`src/rtl/cfg_guard_pkg.sv`:
```
package cfg_guard_pkg;

    typedef enum logic [2:0] {
        ST_UNCFG  = 3'd0,
        ST_CLEAR  = 3'd1,
        ST_LOAD_P = 3'd2,
        ST_LOAD_E = 3'd3,
        ST_CFG_P  = 3'd4,
        ST_CFG_E  = 3'd5,
        ST_ERR    = 3'd6
    } mode_e;

    typedef enum logic [2:0] {
        RQ_NONE = 3'd0,
        RQ_KEY  = 3'd1,
        RQ_FULL = 3'd2,
        RQ_WARM = 3'd3,
        RQ_PART = 3'd4,
        RQ_RDBK = 3'd5,
        RQ_DEC  = 3'd6
    } rq_e;

    localparam int NUM_RQ = 6;

    // Index 0 is highest priority.
    typedef struct packed {
        logic dec;
        logic rdbk;
        logic part;
        logic warm;
        logic full;
        logic key;
    } rq_vec_t;

    typedef struct packed {
        logic grant;
        logic deny;
        logic key_clr;
    } resp_t;

    function automatic rq_e rq_of_index(input int idx);
        case (idx)
            0:       return RQ_KEY;
            1:       return RQ_FULL;
            2:       return RQ_WARM;
            3:       return RQ_PART;
            4:       return RQ_RDBK;
            5:       return RQ_DEC;
            default: return RQ_NONE;
        endcase
    endfunction

    function automatic logic is_loading(input mode_e m);
        return (m == ST_LOAD_P) || (m == ST_LOAD_E);
    endfunction

    function automatic logic may_start_full(input mode_e m);
        return (m == ST_UNCFG) || (m == ST_CFG_P) || (m == ST_CFG_E) || (m == ST_ERR);
    endfunction

endpackage

```
`src/rtl/cfg_guard_arb.sv`:
```
module cfg_guard_arb
    import cfg_guard_pkg::*;
(
    input  rq_vec_t reqs,
    output rq_e     pick
);
    logic [NUM_RQ-1:0] raw;
    logic [NUM_RQ-1:0] higher;

    assign raw = reqs;

    // higher[i] is set when some strobe of greater priority than i is high
    genvar gi;
    generate
        for (gi = 0; gi < NUM_RQ; gi++) begin : g_chain
            if (gi == 0) begin : g_top
                assign higher[gi] = 1'b0;
            end else begin : g_rest
                assign higher[gi] = higher[gi-1] | raw[gi-1];
            end
        end
    endgenerate

    always_comb begin
        pick = RQ_NONE;
        for (int i = 0; i < NUM_RQ; i++) begin
            if (raw[i] && !higher[i]) begin
                pick = rq_of_index(i);
            end
        end
    end
endmodule

```
`src/rtl/cfg_guard_clr.sv`:
```
module cfg_guard_clr #(
    parameter int CLR_CYCLES = 4
) (
    input  logic clk,
    input  logic rst,
    input  logic start,
    output logic active,
    output logic last
);
    localparam int CNT_W = $clog2(CLR_CYCLES + 1);
    localparam logic [CNT_W-1:0] LOAD_VAL = CNT_W'(CLR_CYCLES);
    localparam logic [CNT_W-1:0] ONE      = CNT_W'(1);

    logic [CNT_W-1:0] cnt;

    always_ff @(posedge clk) begin
        if (rst) begin
            cnt <= '0;
        end else if (start) begin
            cnt <= LOAD_VAL;
        end else if (cnt != '0) begin
            cnt <= cnt - ONE;
        end
    end

    assign active = (cnt != '0);
    assign last   = (cnt == ONE);
endmodule

```
`src/rtl/cfg_guard_fsm.sv`:
```
module cfg_guard_fsm
    import cfg_guard_pkg::*;
(
    input  logic  clk,
    input  logic  rst,
    input  rq_e   pick,
    input  logic  enc_sel,
    input  logic  done_stb,
    input  logic  done_ok,
    input  logic  clr_last,
    output mode_e state,
    output resp_t resp,
    output logic  clr_start
);
    mode_e state_n;
    mode_e target, target_n;
    resp_t resp_n;

    always_comb begin
        state_n   = state;
        target_n  = target;
        resp_n    = '0;
        clr_start = 1'b0;

        if (pick == RQ_KEY) begin
            resp_n.deny    = 1'b1;
            resp_n.key_clr = 1'b1;
            clr_start      = 1'b1;
            state_n        = ST_CLEAR;
            target_n       = ST_UNCFG;
        end else if (state == ST_CLEAR) begin
            resp_n.deny = (pick != RQ_NONE);
            if (clr_last) begin
                state_n = target;
            end
        end else begin
            case (pick)
                RQ_FULL: begin
                    if (may_start_full(state)) begin
                        resp_n.grant = 1'b1;
                        if (enc_sel || state == ST_CFG_E) begin
                            clr_start = 1'b1;
                            state_n   = ST_CLEAR;
                            target_n  = enc_sel ? ST_LOAD_E : ST_LOAD_P;
                        end else begin
                            state_n = ST_LOAD_P;
                        end
                    end else begin
                        resp_n.deny = 1'b1;
                    end
                end
                RQ_WARM, RQ_PART: begin
                    if (state == ST_CFG_P) begin
                        resp_n.grant = 1'b1;
                        state_n      = ST_LOAD_P;
                    end else begin
                        resp_n.deny = 1'b1;
                    end
                end
                RQ_RDBK: begin
                    resp_n.grant = (state == ST_CFG_P);
                    resp_n.deny  = (state != ST_CFG_P);
                end
                RQ_DEC: begin
                    resp_n.deny = 1'b1;
                end
                default: begin
                end
            endcase

            // Requests never move a loading state, so completion is independent.
            if (done_stb && is_loading(state)) begin
                if (state == ST_LOAD_P) begin
                    state_n = ST_CFG_P;
                end else if (done_ok) begin
                    state_n = ST_CFG_E;
                end else begin
                    clr_start = 1'b1;
                    state_n   = ST_CLEAR;
                    target_n  = ST_ERR;
                end
            end
        end
    end

    always_ff @(posedge clk) begin
        if (rst) begin
            state  <= ST_UNCFG;
            target <= ST_UNCFG;
            resp   <= '0;
        end else begin
            state  <= state_n;
            target <= target_n;
            resp   <= resp_n;
        end
    end
endmodule

```
`src/rtl/cfg_guard.sv`:
```
module cfg_guard
    import cfg_guard_pkg::*;
#(
    parameter int CLR_CYCLES = 4
) (
    input  logic       clk,
    input  logic       rst,
    input  logic       req_full,
    input  logic       req_enc,
    input  logic       req_part,
    input  logic       req_warm,
    input  logic       req_rdbk,
    input  logic       req_key,
    input  logic       req_dec,
    input  logic       done_stb,
    input  logic       done_ok,
    output logic       grant,
    output logic       deny,
    output logic       cfg_clr,
    output logic       key_clr,
    output logic       dec_en,
    output logic       busy,
    output logic [2:0] status
);
    rq_vec_t reqs;
    rq_e     pick;
    mode_e   state;
    resp_t   resp;
    logic    clr_start;
    logic    clr_active;
    logic    clr_last;

    assign reqs = '{dec: req_dec, rdbk: req_rdbk, part: req_part,
                    warm: req_warm, full: req_full, key: req_key};

    cfg_guard_arb u_arb (
        .reqs (reqs),
        .pick (pick)
    );

    cfg_guard_clr #(.CLR_CYCLES(CLR_CYCLES)) u_clr (
        .clk    (clk),
        .rst    (rst),
        .start  (clr_start),
        .active (clr_active),
        .last   (clr_last)
    );

    cfg_guard_fsm u_fsm (
        .clk       (clk),
        .rst       (rst),
        .pick      (pick),
        .enc_sel   (req_enc),
        .done_stb  (done_stb),
        .done_ok   (done_ok),
        .clr_last  (clr_last),
        .state     (state),
        .resp      (resp),
        .clr_start (clr_start)
    );

    assign grant   = resp.grant;
    assign deny    = resp.deny;
    assign key_clr = resp.key_clr;
    assign cfg_clr = clr_active;
    assign busy    = clr_active;
    assign dec_en  = (state == ST_LOAD_E);
    assign status  = state;
endmodule

```
`config.mk`:
```
export PLATFORM = sky130hd
export DESIGN_NAME = cfg_guard
export DESIGN_NICKNAME = d
export VERILOG_FILES = /design/src/rtl/cfg_guard_pkg.sv /design/src/rtl/cfg_guard_arb.sv /design/src/rtl/cfg_guard_clr.sv /design/src/rtl/cfg_guard_fsm.sv /design/src/rtl/cfg_guard.sv
export SDC_FILE = /design/constraint.sdc
export NUM_CORES = 1
export LEC_CHECK = 0
export ABC_AREA = 1
export BUFFER_PORTS_ARGS = -buffer_cell sky130_fd_sc_hd__buf_2
export CORE_MARGIN = 3
export CORE_UTILIZATION = 51
export CTS_CLUSTER_DIAMETER = 30
export CTS_CLUSTER_SIZE = 30
export DETAILED_ROUTE_END_ITERATION = 8
export PLACE_DENSITY_LB_ADDON = 0.1
export SLEW_MARGIN = 20
export SYNTH_ARGS = -nofsm -noshare
export SYNTH_HDL_FRONTEND = slang
export SYNTH_SLANG_ARGS = --single-unit
```
`constraint.sdc`:
```
create_clock -name clk -period 2.88 [get_ports clk]
set_input_delay 0.288 -clock clk [delete_from_list [all_inputs] [get_ports clk]]
set_output_delay 0.288 -clock clk [all_outputs]
set_load 0.02 [all_outputs]
```
==> results.md, run 1 <==
* Worst Path Required at 2.59 ns
* Site Rows at 14
* Cts repair resizes at 0
* Post-Syn Area per Cell at 6.67 um^2
* Layout Utilization at 63.3%
* Largest area contributor in the netlist: dfxtp_1
* First-pass GRT wire length at 2950 um
* CTS tree: built
* Status: finished clean
* Clock-pin slew on the worst setup and hold paths at 0.08 ns
* HPWL after DPL at 1480 um
* Synth Cell Area at 853 um^2
* Detail Route Antenna Nets at 0
* Num ports at 20
* Yosys warns at 0
* Met1 usage at 23.5%
* Final Slew Violations at 0
* Synth top area share at 28.2%
* Global Route Usage Sum at 18.3%
* Die Y-Extent at 46.9 um
* CTS Buf Count at 3
* Vias in the first global route at 710
* Nets@finish at 164
* Tcrit/Tclk final at 53.7%
* Startpoint types: flop
* Mapped Cells at 128
* Skew-Pair Late Insertion Delay at 0.27 ns
* DR vias at 861
* Endpoints failing hold at 0
* Core area at 0.00154 mm^2
* Initial core utilization at 55.4%
* Antenna cell count at 0
* Pwr Total at 0.000472 W
* RSZ-0062 raised after global routing: false
* GPL Wtd Cong at 0.890
* Area occupied by multi-input gates at 494 um^2
* Area Growth Syn to Fin at 14.4%
* Met2 Usage GRT at 31.2%
* Setup Buffers After CTS at 0
* Post-synthesis sequential area ratio at 28.2%
* Sink Count at 12
* CTS Hold Bufs at 0
* CTS Root Cell: clkbuf_4
* Ratio of cells with drive above 1 in the final layout at 25.7%
* Fmax at 646 MHz
* Syn Nets at 142
* Commonest non-fill, non-tap cell in the layout: nand2_1
* Sequential cell area at 240 um^2
* Critical path capture point type: primary output
* Worst slew margin at 77.6%
* Initial antenna violation count at 0
* Worst Clk Skew at 0.00141 ns
* Internal power at 0.000289 W
* Synth cell types at 26
* Final Cell Area at 976 um^2
* Die area at 0.00220 mm^2
* Global route total overflow at 0
* Clock tree buffer depth at 2
* Maximum vdd ir drop at 0.274 mV
* Sw frac at 38.7%
* Synthesized flop and latch total at 12
* PD cells at 484 mW/mm^2
* Port Buffers at 19
* DRT Wirelength at 1840 um
* TritonRoute pass-1 iters at 4
* DRT iter0 DRCs at 27
* FILL cells at 145
* Most frequent cells in the layout: 28 x nand2_1, 22 x inv_1, 19 x buf_2
* Final setup fails at 0
* Crit Path Class: reg -> out
* Combinational power share at 37.4%
* Die X at 46.9 um
* Clk pwr share at 22.3%
* Net Sw Power at 0.000183 W
* Critical path data arrival time at 1.26 ns
* Worst-Margin Slew at 0.335 ns
* Critical Path Fanout Max at 6
* Reported leakage power at 0.549 nW
* Worst reg2reg setup slack at 1.57 ns
* DR WL/cell at 11.2 um
* M3 GR Usage at 2.30%
* Largest net degree at the start of global routing at 9
* Setup TNS at 0 ns
* Vias per inst at 5.25
* Sequential power share at 40.2%
* H-Tree Depth at 1
* Most used routing layer: met2
* Placed cell area at 953 um^2
* DRC at 0
* Total of max-cap violations at 0
* Top cells by area, synth: dfxtp_1 28%, nand2_1 12%, inv_1 9.7%, nor2_1 6.2%, nand3_1 4.7%
* Minimum clock period at 1.55 ns
* Hold crit path type: in -> reg
## power groups by stage
stage / combinational, W / sequential, W / clock (W)
5_1_grt: 0.000197 / 0.000192 / 0.000115
3_3_place_gp: 0.000172 / 0.000193 / 0
3_5_place_dp: 0.000176 / 0.000194 / 0
6_report: 0.000177 / 0.000190 / 0.000105
2_1_floorplan: 0.000131 / 0.000201 / 0
4_1_cts: 0.000176 / 0.000190 / 0.000109
## state kept, by name, summed over array words and instances, names as in the netlist
register,count
u_clr.cnt,3
u_fsm.resp,3
u_fsm.state,3
u_fsm.target,3
## layer usage
layer  wire, um  part of all wire (%)  up-vias
met5          0                     0        -
met2        909                    49       27
met3        115                   6.3        2
met4         14                  0.76        0
li1           -                     -      444
met1        800                    44      388
## synth_stat cells
| master | count |
|---|---|
| o22ai_1 | 1 |
| o21ai_1 | 5 |
| nand2_2 | 1 |
| nand3_2 | 1 |
| nor2_2 | 2 |
| inv_1 | 22 |
| o21ai_0 | 1 |
| nor3_1 | 1 |
| inv_2 | 4 |
| nor2_1 | 14 |
| nand3_4 | 2 |
| dfxtp_1 | 12 |
| inv_4 | 1 |
| nand3_1 | 8 |
| ha_1 | 3 |
| buf_4 | 2 |
| a41oi_1 | 1 |
| a22o_1 | 1 |
| a21oi_1 | 5 |
| nand2_1 | 28 |
| xor2_1 | 2 |
| or2_4 | 1 |
| a211oi_2 | 1 |
| nand4_1 | 5 |
| o21bai_1 | 1 |
| nand2_4 | 3 |
## cell families after synthesis
logic type      Yosys count  synth area share (%)
compound gates           16                  11.6
xor+xnor                  2                  2.05
fa+ha+maj                 3                  4.40
buf+inv                  29                  13.9
flops                    12                  28.2
simple gates             66                  39.9
## final cells by class
cell class                      instances  area share [%]
Clock buffer                            3            2.31
Inverter                               27            10.6
Tap cell                               16            2.05
Sequential cell                        12            24.6
Multi-Input combinational cell         87            50.6
Timing Repair Buffer                   19            9.74
## worst max-delay path, cell delays in order (launching register included)
cell and delay (ns):
dfxtp_1 0.33, inv_1 0.08, ha_1 0.19, nand2_1 0.18, buf_2 0.21
## final timing paths
| path | start | cells past startpoint | end |
|---|---|---|---|
| max | u_clr.cnt[0] | 4 | busy |
| min reg2reg | u_fsm.target[1] | 2 | u_fsm.target[1] |
| min | rst | 2 | u_fsm.resp[0] |
| max reg2reg | u_fsm.state[0] | 10 | u_fsm.state[0] |
## stage by stage
step	hold WS, ns	instances	setup slack (ns)
6_report	0.191	164	1.33
3_5_place_dp	0.458	161	1.57
4_1_cts	0.190	164	1.32
3_3_place_gp	0.450	161	1.57
2_1_floorplan	0.360	128	1.55
5_1_grt	0.199	164	1.24
(Power assumes the default switching activity.)
==> inputs of run 2 (changes only) <==
Settings changed: CORE_UTILIZATION 51 to 47.
Clock period 2.88 ns to 1.3 ns, I/O delays scaled along.
==> results.md, run 2 (synthesis gave the netlist of run 1 again) <==
* Clock tree buffer depth at 2 (unchanged)
* Combinational power share at 36.9% (was 37.4%)
* Nets@finish at 165 (was 164)
* CTS Buf Count at 3 (unchanged)
* Antenna cell count at 0 (unchanged)
* Post-Place Cells at 169 (was 161)
* PD cells at 1110 mW/mm^2 (was 484 mW/mm^2)
* Setup TNS at 0 ns (unchanged)
* RR Startpoint: u_clr.cnt[0] (was u_fsm.state[0])
* Reported leakage power at 0.567 nW (was 0.549 nW)
* Final Slew Violations at 0 (unchanged)
* Hold Path End: u_fsm.resp[0] (unchanged)
* Initial antenna violation count at 0 (unchanged)
* Clk pwr share at 26.2% (was 22.3%)
* Worst reg2reg setup slack at 0.11 ns (was 1.57 ns)
* Largest net degree at the start of global routing at 9 (unchanged)
* Area Growth Syn to Fin at 22.9% (was 14.4%)
* Core area at 0.00161 mm^2 (was 0.00154 mm^2)
* Maximum vdd ir drop at 0.655 mV (was 0.274 mV)
* CTS tree: built (unchanged)
* GPL Wtd Cong at 0.877 (was 0.890)
* Net Sw Power at 0.000428 W (was 0.000183 W)
* FILL cells at 172 (was 145)
* Clock-pin slew on the worst setup and hold paths at 0.07 ns (was 0.08 ns)
* R2R depth at 8 (was 10)
* Die X at 48.6 um (was 46.9 um)
* Vias per inst at 4.75 (was 5.25)
* Hold Path Origin: rst (unchanged)
* Hold crit path type: in -> reg (unchanged)
* DR vias at 827 (was 861)
* HPWL after DPL at 1520 um (was 1480 um)
* Ratio of cells with drive above 1 in the final layout at 34.0% (was 25.7%)
* Sw frac at 36.8% (was 38.7%)
* Area occupied by multi-input gates at 512 um^2 (was 494 um^2)
* DRT iter0 DRCs at 12 (was 27)
* Total of max-cap violations at 0 (unchanged)
* Die area at 0.00236 mm^2 (was 0.00220 mm^2)
* Final setup fails at 0 (unchanged)
* Critical path data arrival time at 1.10 ns (was 1.26 ns)
* Skew-Pair Late Insertion Delay at 0.28 ns (was 0.27 ns)
* Crit Path Class: reg -> out (unchanged)
* DR WL/cell at 11.0 um (was 11.2 um)
* Worst-Margin Slew at 0.311 ns (was 0.335 ns)
* Site Rows at 14 (unchanged)
* Detail Route Antenna Nets at 0 (unchanged)
* Status: finished clean (unchanged)
* Die Y-Extent at 48.6 um (was 46.9 um)
* Worst Clk Skew at 0.00137 ns (was 0.00141 ns)
* Pwr Total at 0.00116 W (was 0.000472 W)
* Sequential cell area at 248 um^2 (was 240 um^2)
* First-pass GRT wire length at 3140 um (was 2950 um)
* Vias in the first global route at 739 (was 710)
* Initial core utilization at 53.0% (was 55.4%)
* Most frequent cells in the layout: 26 x nand2_1, 19 x inv_1, 17 x buf_2 (was 28 x nand2_1, 22 x inv_1, 19 x buf_2)
* Startpoint types: flop (unchanged)
* Critical Path Slowest Stage Cell: dfxtp_2 (was dfxtp_1)
* Capturing point of the worst reg2reg path: u_clr.cnt[2] (was u_fsm.state[0])
* CTS Root Cell: clkbuf_4 (unchanged)
* DRT Wirelength at 1910 um (was 1840 um)
* Tcrit/Tclk final at 94.9%
* Commonest non-fill, non-tap cell in the layout: nand2_1 (unchanged)
* Global Route Usage Sum at 17.5% (was 18.3%)
* Endpoints failing hold at 0 (unchanged)
* Critical Path Fanout Max at 3 (was 6)
* Worst Path Required at 1.17 ns (was 2.59 ns)
* Global route total overflow at 0 (unchanged)
* CTS Hold Bufs at 0 (unchanged)
* Sequential power share at 36.9% (was 40.2%)
* Non-filler cells, final at 174 (was 164)
* Minimum clock period at 1.23 ns
* CP Cell Sequence: inv_2 > ha_2 > nand2_2 > buf_4 (was inv_1 > ha_1 > nand2_1 > buf_2)
* CP max stage delay at 0.33 ns (about the same)
* Worst slew margin at 79.2% (was 77.6%)
* DRC at 0 (unchanged)
* Worst hold path cell count at 2 (unchanged)
* TritonRoute pass-1 iters at 4 (unchanged)
* Final Cell Area at 0.00105 mm^2 (was 976 um^2)
* Internal power at 0.000736 W (was 0.000289 W)
* Critical path capture point type: primary output (unchanged)
* Fmax at 811 MHz
* H-Tree Depth at 1 (unchanged)
* Sink Count at 12 (unchanged)
* Placed cell area at 963 um^2 (was 953 um^2)
* Num ports at 20 (unchanged)
* Port Buffers at 19 (unchanged)
* Layout Utilization at 65.1% (was 63.3%)
-- run 2: cell types whose count changed in the layout (fill, tap and decap cells not counted), sizes merged --
cell	previous run	this run
clkbuf	3	4
buf	19	20
-- run 2: metal layers --
metal	vias to the layer above	part of all wire, %	GRT usage, %
met5	-	0	0
met1	355	44	21.1
met2	20	46	26.2
met3	5	7.1	6.75
met4	0	2.4	10.4
li1	447	-	-
-- run 2: final cells by class --
type / count / share of cell area (%)
multi-input combinational: 87 / 48.8
sequential: 12 / 23.6
timing repair buffer: 20 / 10.6
inverter: 27 / 10.6
clock buffer: 4 / 3.46
tap: 24 / 2.86
-- run 2: repair_timing --
| item | CTS | global route |
|---|---|---|
| pin swaps | 1 | 1 |
| gates resized for setup | 4 | 15 |
| buffers inserted | 1 | 0 |
| endpoints found under the setup margin | 4 | 9 |
| gates cloned | 0 | 0 |
-- run 2: how the worst max path moves through the flow --
stage | from | endpoint | slack, ns | depth (start not counted)
floorplan | u_fsm.state[0] | u_fsm.target[0] | 0.006 | 8
global placement | u_fsm.state[0] | u_fsm.target[0] | 0.04 | 8
detailed placement | u_fsm.state[0] | u_fsm.target[0] | -0.002 | 8
CTS | u_fsm.state[1] | dec_en | 0.007 | 3
global route | u_fsm.state[2] | u_fsm.state[2] | -0.02 | 7
finish | u_clr.cnt[0] | busy | 0.07 | 4
-- run 2: power groups by stage --
stage | clock, W | sequential (W) | combinational, W
2_1_floorplan | 0 | 0.000445 | 0.000290
3_3_place_gp | 0 | 0.000427 | 0.000384
3_5_place_dp | 0 | 0.000430 | 0.000388
4_1_cts | 0.000315 | 0.000422 | 0.000412
5_1_grt | 0.000335 | 0.000435 | 0.000484
6_report | 0.000305 | 0.000430 | 0.000430
-- run 2: metrics by stage --
step	setup slack (ns)	hold WS (ns)
detailed placement	-0.00249	0.337
finish	0.0669	0.0321
floorplan	0.00634	0.202
global placement	0.0364	0.324
global route	-0.0179	0.0384
CTS	0.00664	0.0327
-- run 2: critical path, delay by kind of cell (launching register included) --
kind | cells | cell delay, ns
DFF | 1 | 0.33
buffers and inverters | 2 | 0.23
adders and majority gates | 1 | 0.18
and+or+nand+nor | 1 | 0.08
==> inputs of run 3 (changes only) <==
Settings changed: CORE_UTILIZATION 47 to 49, CTS_BUF_LIST set to sky130_fd_sc_hd__clkbuf_8, GPL_TIMING_DRIVEN set to 0.
==> results.md, run 3 (synthesis gave the netlist of run 1 again) <==
* RSZ-0062 raised after global routing: true
* Clock-pin slew on the worst setup and hold paths at 0.05 ns (was 0.07 ns)
* FILL cells at 143 (was 172)
* Final Slew Violations at 0 (unchanged)
* Initial core utilization at 54.1% (was 53.0%)
* CTS Root Cell: clkbuf_8 (was clkbuf_4)
* DRC at 0 (unchanged)
* Vias per inst at 5.03 (was 4.75)
* Ratio of cells with drive above 1 in the final layout at 35.1% (was 34.0%)
* DR vias at 855 (was 827)
* Hold Path End: u_fsm.resp[0] (unchanged)
* Worst hold path cell count at 2 (unchanged)
* Worst-Margin Slew at 0.342 ns (was 0.311 ns)
* Hold Path Origin: rst (unchanged)
* Critical path capture point type: primary output (unchanged)
* HPWL after DPL at 1320 um (was 1520 um)
* Critical Path Fanout Max at 4 (was 3)
* H-Tree Depth at 1 (unchanged)
* Antenna cell count at 0 (unchanged)
* Die area at 0.00228 mm^2 (was 0.00236 mm^2)
* Non-filler cells, final at 170 (was 174)
* DRT iter0 DRCs at 12 (unchanged)
* Reported leakage power at 0.593 nW (was 0.567 nW)
* Clock tree buffer depth at 2 (unchanged)
* Detail Route Antenna Nets at 0 (unchanged)
* Nets@finish at 169 (was 165)
* Port Buffers at 18 (was 19)
* Commonest non-fill, non-tap cell in the layout: nand2_1 (unchanged)
* Skew-Pair Late Insertion Delay at 0.24 ns (was 0.28 ns)
* Critical path data arrival time at 1.12 ns (was 1.10 ns)
* Worst reg2reg setup slack at 0.07 ns (was 0.11 ns)
* Endpoints failing hold at 0 (unchanged)
* Worst slew margin at 77.1% (was 79.2%)
* First-pass GRT wire length at 2890 um (was 3140 um)
* CTS tree: built (unchanged)
* Most frequent cells in the layout: 27 x nand2_1, 19 x inv_1, 17 x buf_2 (was 26 x nand2_1, 19 x inv_1, 17 x buf_2)
* Status: finished clean (unchanged)
* Num ports at 20 (unchanged)
* Worst Clk Skew at 0.00196 ns (was 0.00137 ns)
* Area Growth Syn to Fin at 27.4% (was 22.9%)
* Tcrit/Tclk final at 96.2% (was 94.9%)
* Vias in the first global route at 708 (was 739)
* DRT Wirelength at 1860 um (was 1910 um)
* GPL Wtd Cong at 0.850 (was 0.877)
* Global route total overflow at 0 (unchanged)
* Core area at 0.00158 mm^2 (was 0.00161 mm^2)
* CTS Buf Count at 3 (unchanged)
* Initial antenna violation count at 0 (unchanged)
* Maximum vdd ir drop at 0.657 mV (was 0.655 mV)
* Crit Path Class: reg -> out (unchanged)
* Global Route Usage Sum at 18.8% (was 17.5%)
* Worst Path Required at 1.17 ns (about the same)
* Post-Place Cells at 162 (was 169)
* PD cells at 1190 mW/mm^2 (was 1110 mW/mm^2)
* Startpoint types: flop (unchanged)
* Largest net degree at the start of global routing at 9 (unchanged)
* Fmax at 800 MHz (was 811 MHz)
* TritonRoute pass-1 iters at 4 (unchanged)
* Capturing point of the worst reg2reg path: u_fsm.state[0] (was u_clr.cnt[2])
* Site Rows at 14 (unchanged)
* Pwr Total at 0.00130 W (was 0.00116 W)
* Minimum clock period at 1.25 ns (was 1.23 ns)
* Hold crit path type: in -> reg (unchanged)
* Final setup fails at 0 (unchanged)
* Setup TNS at 0 ns (unchanged)
* Die Y-Extent at 47.7 um (was 48.6 um)
* Die X at 47.7 um (was 48.6 um)
* R2R depth at 10 (was 8)
* Total of max-cap violations at 0 (unchanged)
* Sink Count at 12 (unchanged)
* RR Startpoint: u_fsm.state[2] (was u_clr.cnt[0])
* DR WL/cell at 10.9 um (was 11.0 um)
## run 3: cell count changes in the layout (fill, tap and decap cells not counted), sizes merged
| cell | before | now |
|---|---|---|
| buf | 20 | 24 |
## run 3: how the worst max path moves through the flow
stage / slack (ns) / startpoint / end
2_1_floorplan: 0.006 / u_fsm.state[0] / u_fsm.target[0]
3_3_place_gp: 0.001 / u_fsm.state[0] / u_fsm.state[2]
3_5_place_dp: 0.01 / u_fsm.state[0] / u_fsm.target[0]
4_1_cts: 0.02 / u_clr.cnt[0] / cfg_clr
5_1_grt: -0.05 / u_fsm.state[1] / u_fsm.state[0]
6_report: 0.05 / u_clr.cnt[0] / cfg_clr
## run 3: final cells by class
| class | instances | area [um^2] | share of cell area [%] |
|---|---|---|---|
| multi-input cells | 87 | 523 | 48.1 |
| flip-flops and latches | 12 | 248 | 22.8 |
| repair buffers | 22 | 123 | 11.3 |
| inverters | 27 | 104 | 9.55 |
| clock buffers | 4 | 55.1 | 5.06 |
| well taps | 16 | 20.0 | 1.84 |
| plain buffers | 2 | 15.0 | 1.38 |
## run 3: metrics by stage
stage | cell area [um^2] | hold WS [ns] | setup slack (ns) | utilization (%)
detailed placement | 963 | 0.323 | 0.0140 | 61.1
global placement | 963 | 0.319 | 0.00130 | 61.1
floorplan | 853 | 0.202 | 0.00634 | -
finish | 1090 | 0.0733 | 0.0498 | 69.0
global route | 1090 | 0.0747 | -0.0503 | 69.0
CTS | 1040 | 0.0660 | 0.0193 | 66.0
## run 3: layer usage
metal	track usage, %	routed length [um]
met1	23.1	861
met2	28.5	865
met3	7.14	92
met4	9.68	38
met5	0	0
## run 3: report_power, final
group | switching (W) | internal [W]
sequential | 0.0000262 | 0.000401
combinational | 0.000276 | 0.000189
clock | 0.000140 | 0.000268
total | 0.000442 | 0.000857
## run 3: what timing repair did
action	CTS	global route
hold endpoints to repair	0	0
pin swaps	1	0
hold buffers	0	0
gates resized for setup	4	11
buffers inserted	2	2
setup endpoints to repair	5	11
## run 3: worst max-delay path, stage by stage, from the launching register on
cell and delay [ns]:
dfxtp_2 0.33, inv_2 0.09, ha_4 0.14, nand2_4 0.05
buf_4 0.12, buf_4 0.14
